### src/rtl/mdio_pkg.sv
package mdio_pkg;

    localparam int WORD_W  = 32;
    localparam int DIV_W   = 16;
    localparam int PHY_W   = 5;
    localparam int REGN_W  = 5;
    localparam int DATA_W  = 16;
    localparam int PRE_W   = 32;
    localparam int FRAME_W = PRE_W + 2 + 2 + PHY_W + REGN_W + 2 + DATA_W;
    localparam int TA_IDX  = PRE_W + 4 + PHY_W + REGN_W;
    localparam int RD_IDX  = TA_IDX + 2;

    localparam int ADDR_CTRL = 0;
    localparam int ADDR_CMD  = 1;

    typedef enum logic [0:0] {
        ENG_IDLE = 1'b0,
        ENG_RUN  = 1'b1
    } eng_state_t;

    typedef struct packed {
        logic              idle;
        logic              en;
        logic [9:0]        rsv_hi;
        logic              fault;
        logic              fault_en;
        logic [1:0]        rsv_lo;
        logic [DIV_W-1:0]  div;
    } ctrl_word_t;

    typedef struct packed {
        logic              go;
        logic              wr;
        logic              ack;
        logic [2:0]        rsv;
        logic [REGN_W-1:0] regn;
        logic [PHY_W-1:0]  phy;
        logic [DATA_W-1:0] data;
    } cmd_word_t;

    function automatic logic [FRAME_W-1:0] build_frame(
        input logic              wr,
        input logic [PHY_W-1:0]  phy,
        input logic [REGN_W-1:0] regn,
        input logic [DATA_W-1:0] wdat
    );
        logic [1:0]        op;
        logic [1:0]        ta;
        logic [DATA_W-1:0] d;
        op = wr ? 2'b01 : 2'b10;
        ta = wr ? 2'b10 : 2'b11;
        d  = wr ? wdat : {DATA_W{1'b1}};
        return {{PRE_W{1'b1}}, 2'b01, op, phy, regn, ta, d};
    endfunction

endpackage

### src/rtl/mdio_mdc_gen.sv
module mdio_mdc_gen
    import mdio_pkg::*;
(
    input  logic             clk,
    input  logic             rst,
    input  logic             start,
    input  logic             run,
    input  logic [DIV_W-1:0] div_in,
    output logic             fall_tick,
    output logic             rise_tick
);

    logic [DIV_W-1:0] cnt;
    logic [DIV_W-1:0] lim;
    logic [DIV_W:0]   half_w;
    logic [DIV_W-1:0] half;
    logic             unused_half_msb;

    assign half_w          = ({1'b0, lim} + (DIV_W+1)'(1)) >> 1;
    assign half            = half_w[DIV_W-1:0];
    assign unused_half_msb = half_w[DIV_W];

    assign fall_tick = run && (cnt == '0);
    assign rise_tick = run && (cnt == half);

    always_ff @(posedge clk) begin
        if (rst) begin
            cnt <= '0;
            lim <= DIV_W'(1);
        end else if (start) begin
            cnt <= '0;
            lim <= (div_in == '0) ? DIV_W'(1) : div_in;
        end else if (run) begin
            cnt <= (cnt == lim) ? '0 : cnt + DIV_W'(1);
        end
    end

    AST_CNT_BOUND: assert property (@(posedge clk) disable iff (rst)
        run |-> (cnt <= lim));

endmodule

### src/rtl/mdio_frame_eng.sv
module mdio_frame_eng
    import mdio_pkg::*;
(
    input  logic              clk,
    input  logic              rst,
    input  logic              start,
    input  cmd_word_t         cmd,
    input  logic              fall_tick,
    input  logic              rise_tick,
    input  logic              mdio_i,
    output logic              busy,
    output logic              done,
    output logic              ack,
    output logic [DATA_W-1:0] rdata,
    output logic              mdc,
    output logic              mdo,
    output logic              mdo_oe
);

    localparam int POS_W = $clog2(FRAME_W + 1);
    localparam logic [POS_W-1:0] POS_END = POS_W'(FRAME_W);
    localparam logic [POS_W-1:0] POS_TA  = POS_W'(TA_IDX);
    localparam logic [POS_W-1:0] POS_ACK = POS_W'(RD_IDX);

    eng_state_t         state;
    logic               wr_q;
    logic [FRAME_W-1:0] shreg;
    logic [DATA_W-1:0]  rsh;
    logic [POS_W-1:0]   pos;
    logic               ack_q;
    logic               mdc_q;
    logic               mdo_q;
    logic               oe_q;
    logic               unused_cmd;

    assign unused_cmd = ^{cmd.go, cmd.ack, cmd.rsv};

    assign busy   = (state == ENG_RUN);
    assign done   = busy && fall_tick && (pos == POS_END);
    assign ack    = ack_q;
    assign rdata  = rsh;
    assign mdc    = mdc_q;
    assign mdo    = mdo_q;
    assign mdo_oe = oe_q;

    always_ff @(posedge clk) begin
        if (rst) begin
            state <= ENG_IDLE;
            wr_q  <= 1'b0;
            shreg <= '0;
            rsh   <= '0;
            pos   <= '0;
            ack_q <= 1'b0;
            mdc_q <= 1'b0;
            mdo_q <= 1'b0;
            oe_q  <= 1'b0;
        end else begin
            case (state)
                ENG_IDLE: begin
                    if (start) begin
                        state <= ENG_RUN;
                        wr_q  <= cmd.wr;
                        shreg <= build_frame(cmd.wr, cmd.phy, cmd.regn, cmd.data);
                        rsh   <= '0;
                        pos   <= '0;
                        ack_q <= 1'b0;
                    end
                end
                ENG_RUN: begin
                    if (fall_tick) begin
                        mdc_q <= 1'b0;
                        if (pos == POS_END) begin
                            state <= ENG_IDLE;
                            mdo_q <= 1'b0;
                            oe_q  <= 1'b0;
                        end else begin
                            mdo_q <= shreg[FRAME_W-1];
                            shreg <= {shreg[FRAME_W-2:0], 1'b0};
                            oe_q  <= wr_q || (pos < POS_TA);
                            pos   <= pos + POS_W'(1);
                        end
                    end else if (rise_tick) begin
                        mdc_q <= 1'b1;
                        if (!wr_q) begin
                            if (pos == POS_ACK) begin
                                ack_q <= !mdio_i;
                            end else if (pos > POS_ACK) begin
                                rsh <= {rsh[DATA_W-2:0], mdio_i};
                            end
                        end
                    end
                end
                default: state <= ENG_IDLE;
            endcase
        end
    end

    AST_IDLE_LINES: assert property (@(posedge clk) disable iff (rst)
        !busy |-> (!mdc_q && !oe_q));
    AST_START_ONLY_IDLE: assert property (@(posedge clk) disable iff (rst)
        start |-> !busy);
    AST_ACK_CLEARED: assert property (@(posedge clk) disable iff (rst)
        start |=> !ack_q);
    AST_WRITE_NO_ACK: assert property (@(posedge clk) disable iff (rst)
        (busy && wr_q) |-> !ack_q);
    AST_OUT_ON_FALL: assert property (@(posedge clk) disable iff (rst)
        $rose(mdc_q) |-> ($stable(mdo_q) && $stable(oe_q)));
    AST_WRITE_DRIVES: assert property (@(posedge clk) disable iff (rst)
        (busy && wr_q && (pos != '0)) |-> oe_q);
    AST_READ_RELEASE: assert property (@(posedge clk) disable iff (rst)
        (busy && !wr_q && (pos > POS_TA)) |-> !oe_q);

endmodule

### src/rtl/mdio_regs.sv
module mdio_regs
    import mdio_pkg::*;
#(
    parameter int ADDR_W = 2
) (
    input  logic              clk,
    input  logic              rst,
    input  logic              req_valid,
    input  logic              req_write,
    input  logic [ADDR_W-1:0] req_addr,
    input  logic [WORD_W-1:0] req_wdata,
    output logic              req_ready,
    output logic              rsp_valid,
    output logic [WORD_W-1:0] rsp_rdata,
    input  logic              busy,
    input  logic              done,
    input  logic              ack,
    input  logic [DATA_W-1:0] rd_data,
    output logic              start,
    output cmd_word_t         start_cmd,
    output logic [DIV_W-1:0]  div_val
);

    ctrl_word_t        ctrl_in;
    cmd_word_t         cmd_in;
    ctrl_word_t        ctrl_view;
    cmd_word_t         cmd_view;
    logic              wr_ctrl;
    logic              wr_cmd;
    logic [DIV_W-1:0]  div_q;
    logic              en_q;
    logic              fault_q;
    logic              fault_en_q;
    logic              cwr_q;
    logic [REGN_W-1:0] creg_q;
    logic [PHY_W-1:0]  cphy_q;
    logic [DATA_W-1:0] cdata_q;
    logic              rsp_valid_q;
    logic [WORD_W-1:0] rsp_rdata_q;
    logic [WORD_W-1:0] rd_view;
    logic              unused_in;

    assign ctrl_in   = ctrl_word_t'(req_wdata);
    assign cmd_in    = cmd_word_t'(req_wdata);
    assign unused_in = ^{ctrl_in.idle, ctrl_in.rsv_hi, ctrl_in.rsv_lo, cmd_in.ack, cmd_in.rsv};

    assign wr_ctrl = req_valid && req_write && (req_addr == ADDR_W'(ADDR_CTRL));
    assign wr_cmd  = req_valid && req_write && (req_addr == ADDR_W'(ADDR_CMD));

    assign start     = wr_cmd && cmd_in.go && en_q && !busy;
    assign start_cmd = cmd_in;
    assign div_val   = div_q;
    assign req_ready = 1'b1;
    assign rsp_valid = rsp_valid_q;
    assign rsp_rdata = rsp_rdata_q;

    always_comb begin
        ctrl_view          = '0;
        ctrl_view.idle     = en_q && !busy;
        ctrl_view.en       = en_q;
        ctrl_view.fault    = fault_q;
        ctrl_view.fault_en = fault_en_q;
        ctrl_view.div      = div_q;

        cmd_view      = '0;
        cmd_view.go   = busy;
        cmd_view.wr   = cwr_q;
        cmd_view.ack  = ack;
        cmd_view.regn = creg_q;
        cmd_view.phy  = cphy_q;
        cmd_view.data = cdata_q;

        if (req_addr == ADDR_W'(ADDR_CTRL)) begin
            rd_view = ctrl_view;
        end else if (req_addr == ADDR_W'(ADDR_CMD)) begin
            rd_view = cmd_view;
        end else begin
            rd_view = '0;
        end
    end

    always_ff @(posedge clk) begin
        if (rst) begin
            div_q       <= '0;
            en_q        <= 1'b0;
            fault_q     <= 1'b0;
            fault_en_q  <= 1'b0;
            cwr_q       <= 1'b0;
            creg_q      <= '0;
            cphy_q      <= '0;
            cdata_q     <= '0;
            rsp_valid_q <= 1'b0;
            rsp_rdata_q <= '0;
        end else begin
            if (wr_ctrl) begin
                div_q      <= ctrl_in.div;
                en_q       <= ctrl_in.en;
                fault_q    <= ctrl_in.fault;
                fault_en_q <= ctrl_in.fault_en;
            end
            if (wr_cmd && !busy) begin
                cwr_q   <= cmd_in.wr;
                creg_q  <= cmd_in.regn;
                cphy_q  <= cmd_in.phy;
                cdata_q <= cmd_in.data;
            end else if (done && !cwr_q) begin
                cdata_q <= rd_data;
            end
            rsp_valid_q <= req_valid && !req_write;
            if (req_valid && !req_write) begin
                rsp_rdata_q <= rd_view;
            end
        end
    end

    AST_FIELDS_HELD: assert property (@(posedge clk) disable iff (rst)
        (busy && $past(busy)) |-> $stable({cwr_q, creg_q, cphy_q, cdata_q}));

endmodule

### src/rtl/mdio_mgmt_ctrl.sv
module mdio_mgmt_ctrl
    import mdio_pkg::*;
#(
    parameter int ADDR_W = 2
) (
    input  logic              clk,
    input  logic              rst,
    input  logic              req_valid,
    output logic              req_ready,
    input  logic              req_write,
    input  logic [ADDR_W-1:0] req_addr,
    input  logic [31:0]       req_wdata,
    output logic              rsp_valid,
    output logic [31:0]       rsp_rdata,
    output logic              mdc,
    input  logic              mdio_i,
    output logic              mdio_o,
    output logic              mdio_oe
);

    logic              start;
    cmd_word_t         start_cmd;
    logic [DIV_W-1:0]  div_val;
    logic              busy;
    logic              done;
    logic              ack;
    logic [DATA_W-1:0] rd_data;
    logic              fall_tick;
    logic              rise_tick;

    mdio_regs #(.ADDR_W(ADDR_W)) u_regs (
        .clk       (clk),
        .rst       (rst),
        .req_valid (req_valid),
        .req_write (req_write),
        .req_addr  (req_addr),
        .req_wdata (req_wdata),
        .req_ready (req_ready),
        .rsp_valid (rsp_valid),
        .rsp_rdata (rsp_rdata),
        .busy      (busy),
        .done      (done),
        .ack       (ack),
        .rd_data   (rd_data),
        .start     (start),
        .start_cmd (start_cmd),
        .div_val   (div_val)
    );

    mdio_mdc_gen u_mdc (
        .clk       (clk),
        .rst       (rst),
        .start     (start),
        .run       (busy),
        .div_in    (div_val),
        .fall_tick (fall_tick),
        .rise_tick (rise_tick)
    );

    mdio_frame_eng u_eng (
        .clk       (clk),
        .rst       (rst),
        .start     (start),
        .cmd       (start_cmd),
        .fall_tick (fall_tick),
        .rise_tick (rise_tick),
        .mdio_i    (mdio_i),
        .busy      (busy),
        .done      (done),
        .ack       (ack),
        .rdata     (rd_data),
        .mdc       (mdc),
        .mdo       (mdio_o),
        .mdo_oe    (mdio_oe)
    );

    AST_GO_FROM_WRITE: assert property (@(posedge clk) disable iff (rst)
        $rose(busy) |-> $past(req_valid && req_write));

endmodule

### config.mk
export PLATFORM = sky130hd
export DESIGN_NAME = mdio_mgmt_ctrl
export DESIGN_NICKNAME = d
export VERILOG_FILES = /design/src/rtl/mdio_pkg.sv /design/src/rtl/mdio_mdc_gen.sv /design/src/rtl/mdio_frame_eng.sv /design/src/rtl/mdio_regs.sv /design/src/rtl/mdio_mgmt_ctrl.sv
export SDC_FILE = /design/constraint.sdc
export NUM_CORES = 1
export LEC_CHECK = 0
export CORE_ASPECT_RATIO = 2
export CORE_MARGIN = 2
export CORE_UTILIZATION = 50
export DETAILED_ROUTE_END_ITERATION = 16
export GPL_TIMING_DRIVEN = 1
export PLACE_DENSITY_LB_ADDON = 0.12
export SLEW_MARGIN = 20
export SYNTH_ARGS = -nofsm -noshare
export SYNTH_HDL_FRONTEND = slang
export SYNTH_HIERARCHICAL = 1
export SYNTH_SLANG_ARGS = --single-unit
### constraint.sdc
create_clock -name clk -period 3.9 [get_ports clk]
set_input_delay 0.78 -clock clk [delete_from_list [all_inputs] [get_ports clk]]
set_output_delay 0.78 -clock clk [all_outputs]
set_load 0.03 [all_outputs]
==> results.txt, run 1 <==
Reg power frac: 49.0%
DP Wirelength: 17400 um
Mapped Cells: 1021
Initial DRC count: 378
Antenna-violating nets left: 0
Die Wd: 99.7 um
WL final: 23900 um
Max_cap viols: 0
Starting Density: 50.5%
Vias: 7385
# hold bufs at CTS: 0
Clk sinks: 201
Skew final: 0.0105 ns
Die Area: 19500 um^2
CP startpoint kind: flip-flop
CP max FO: 18
CTS max path bufs: 3
Initial antenna violation count: 0
Post-route DRC violation count: 0
Root Buffer: clkbuf_16
Io pins: 76
Crit path max-delay family: simple AND/OR/NAND/NOR gates
Min-Delay Path Class: reg2reg
Total gr overflow: 0
Clk slew on worst S/H paths: 0.06 ns
Clock share of power: 46.6%
CP Capture Type: flip-flop
Sw frac: 21.7%
GRT Overall Usage: 24.1%
Htree depth: 1
Nets: 1059
Net Sw Power: 919 uW
Final Slew Violations: 0
Most frequent CP cell: or4b_4
Synthesis Warnings: 6
Global-route wire length before repair: 37600 um
Avg Cell Area, Syn: 8.96 um^2
Gates resized, CTS repair: 0
Setup tns final: 0 ns
Cell internal pwr: 3.32 mW
CP cell instances: ha_1 -> and4_4 -> or4b_4 -> or4b_4 -> o211ai_2 -> a21oi_2 -> nor4_2 -> buf_4 -> and4bb_2 -> or2_1 -> buf_12 -> nand4_1 -> a21oi_1
Required @ worst endpoint: 4.31 ns
Buf/Inv on CP: 2
Diode count: 0
Hold_ws: 0.454 ns
Wire per inst: 19.2 um
RePlAce Congestion: 0.890
Cts bufs inserted: 19
Share of cells above drive strength 1: 9.16%
Max_slew headroom: 42.9%
Run status: complete, no violations
Largest net degree at the start of global routing: 75
Worst slew pin tran: 0.853 ns
Clock latency on the worst-skew pair: 0.49 ns
WP data arrival: 4.02 ns
Area Overhead vs Synth: 12.8%
Mapped cell area: 9150 um^2
Comb power frac: 4.4%
Crit share post-route: 92.6%
Power per cell area: 411 nW/um^2
PortBufs: 67
Num rows: 70
Fin. Hold Viols: 0
Postcts setup bufs: 0
Die Y: 195 um
Post-route minimum period: 3.61 ns
Final setup vio count: 0
Fmax: 277 MHz
Kind of critical path: reg2reg
1st-pass router iterations: 5
CP max-delay cell: or4b_4
TritonCTS clock tree: done
Leak pwr: 3.49 nW
Routed vias/inst: 5.95
RSZ-0062 raised after global routing: false
Max stage delay on crit path: 0.51 ns
Vias in the first global route: 7155
CORE AREA: 18100 um^2
Worst vdd ir: 0.000388 V
[placed cells by master (no fill, tap or decap), types with 3 or more instances in the layout]
cell type	n
and3_1	26
dfxtp_1	200
a211oi_1	18
nand2_1	84
bufinv_16	3
o22ai_1	49
nor4b_1	3
nand2b_1	3
nor2_1	119
buf_4	26
or3_1	4
ha_1	5
nor4_1	13
a22oi_1	9
clkbuf_8	5
and4bb_2	3
inv_1	9
clkdlybuf4s50_1	66
clkbuf_16	19
nand4_1	27
nand3_1	21
conb_1	4
nor3b_1	4
a211oi_2	10
xnor2_1	39
and2_1	4
mux2i_1	55
xor2_1	11
a221o_1	21
o21ai_0	20
o41ai_1	19
nor2b_1	3
a21oi_1	69
nor3_1	8
[worst register-to-register path: stages (launching register included)]
cell      delay [ns]
dfxtp_1         0.45
ha_1            0.23
and4_4          0.29
or4b_4          0.51
or4b_4          0.50
o211ai_2        0.08
a21oi_2         0.11
nor4_2          0.33
buf_4           0.20
and4bb_2        0.26
or2_1           0.15
buf_12          0.15
nand4_1         0.10
a21oi_1         0.18
[layout make-up]
cell class | count | area, um^2
repair buffers | 94 | 896
inverters | 10 | 37.5
multi-input cells | 689 | 4440
flip-flops and latches | 201 | 4030
well taps | 216 | 270
clock inverters | 6 | 109
clock buffers | 26 | 552
fillers | 1705 | 7800
[per-layer routing]
metal	GRT usage (%)	part of all wire, %	routed length [um]
met1	25.1	36	8640
met3	2.72	2.7	649
met5	0	0	0
met2	46.3	56	13400
met4	11.7	5.0	1190
[stage by stage]
step | power, mW | instances | utilization (%) | setup WS, ns | cell area, um^2
CTS | 4.29 | 1242 | 56.9 | 0.290 | 10300
finish | 4.24 | 1242 | 56.9 | 0.289 | 10300
global placement | 2.31 | 1210 | 53.3 | 0.347 | 9660
floorplan | 2.24 | 1023 | - | 0.787 | 9160
global route | 4.37 | 1242 | 56.9 | 0.149 | 10300
detailed placement | 2.31 | 1210 | 53.3 | 0.316 | 9660
[power groups by stage]
stage	clock network, mW	registers (mW)	logic [mW]
finish	1.98	2.08	0.186
global route	2.10	2.08	0.200
CTS	2.02	2.08	0.186
detailed placement	0	2.12	0.185
global placement	0	2.12	0.184
floorplan	0	2.12	0.120
[path summary, 6_finish.rpt]
check | endpoint | cells past startpoint | start | slack (ns)
worst min register to register | u_regs/creg_q[3] | 2 | u_regs/creg_q[3] | 0.45
worst max-delay path | u_eng/rdata[2] | 13 | u_mdc/lim[1] | 0.29
worst max register to register | u_eng/rdata[2] | 13 | u_mdc/lim[1] | 0.29
worst min-delay path | u_regs/creg_q[3] | 2 | u_regs/creg_q[3] | 0.45
[registers in the layout, indices dropped and copies added, names as in the netlist, 5 cells and up]
name	flops
u_eng/shreg	64
u_regs/rsp_rdata	29
u_eng/rdata	16
u_mdc/cnt	16
u_mdc/lim	16
u_regs/cdata_q	16
u_regs/div_val	16
u_eng/pos	7
u_regs/cphy_q	5
u_regs/creg_q	5
No activity file was read; power rests on OpenSTA's default activity.
==> inputs of run 2 (changes only) <==
==> constraint.sdc (replaced) <==
create_clock -name clk -period 3.9 [get_ports clk]
set_input_delay 0.78 -clock clk [delete_from_list [all_inputs] [get_ports clk]]
set_output_delay 0.78 -clock clk [all_outputs]
set_load 0.05 [all_outputs]
==> results of run 2 <==
The final DEF is identical to that of run 1. Status: complete, no violations.
Among the figures that moved: total power 4.24 mW -> 4.25 mW
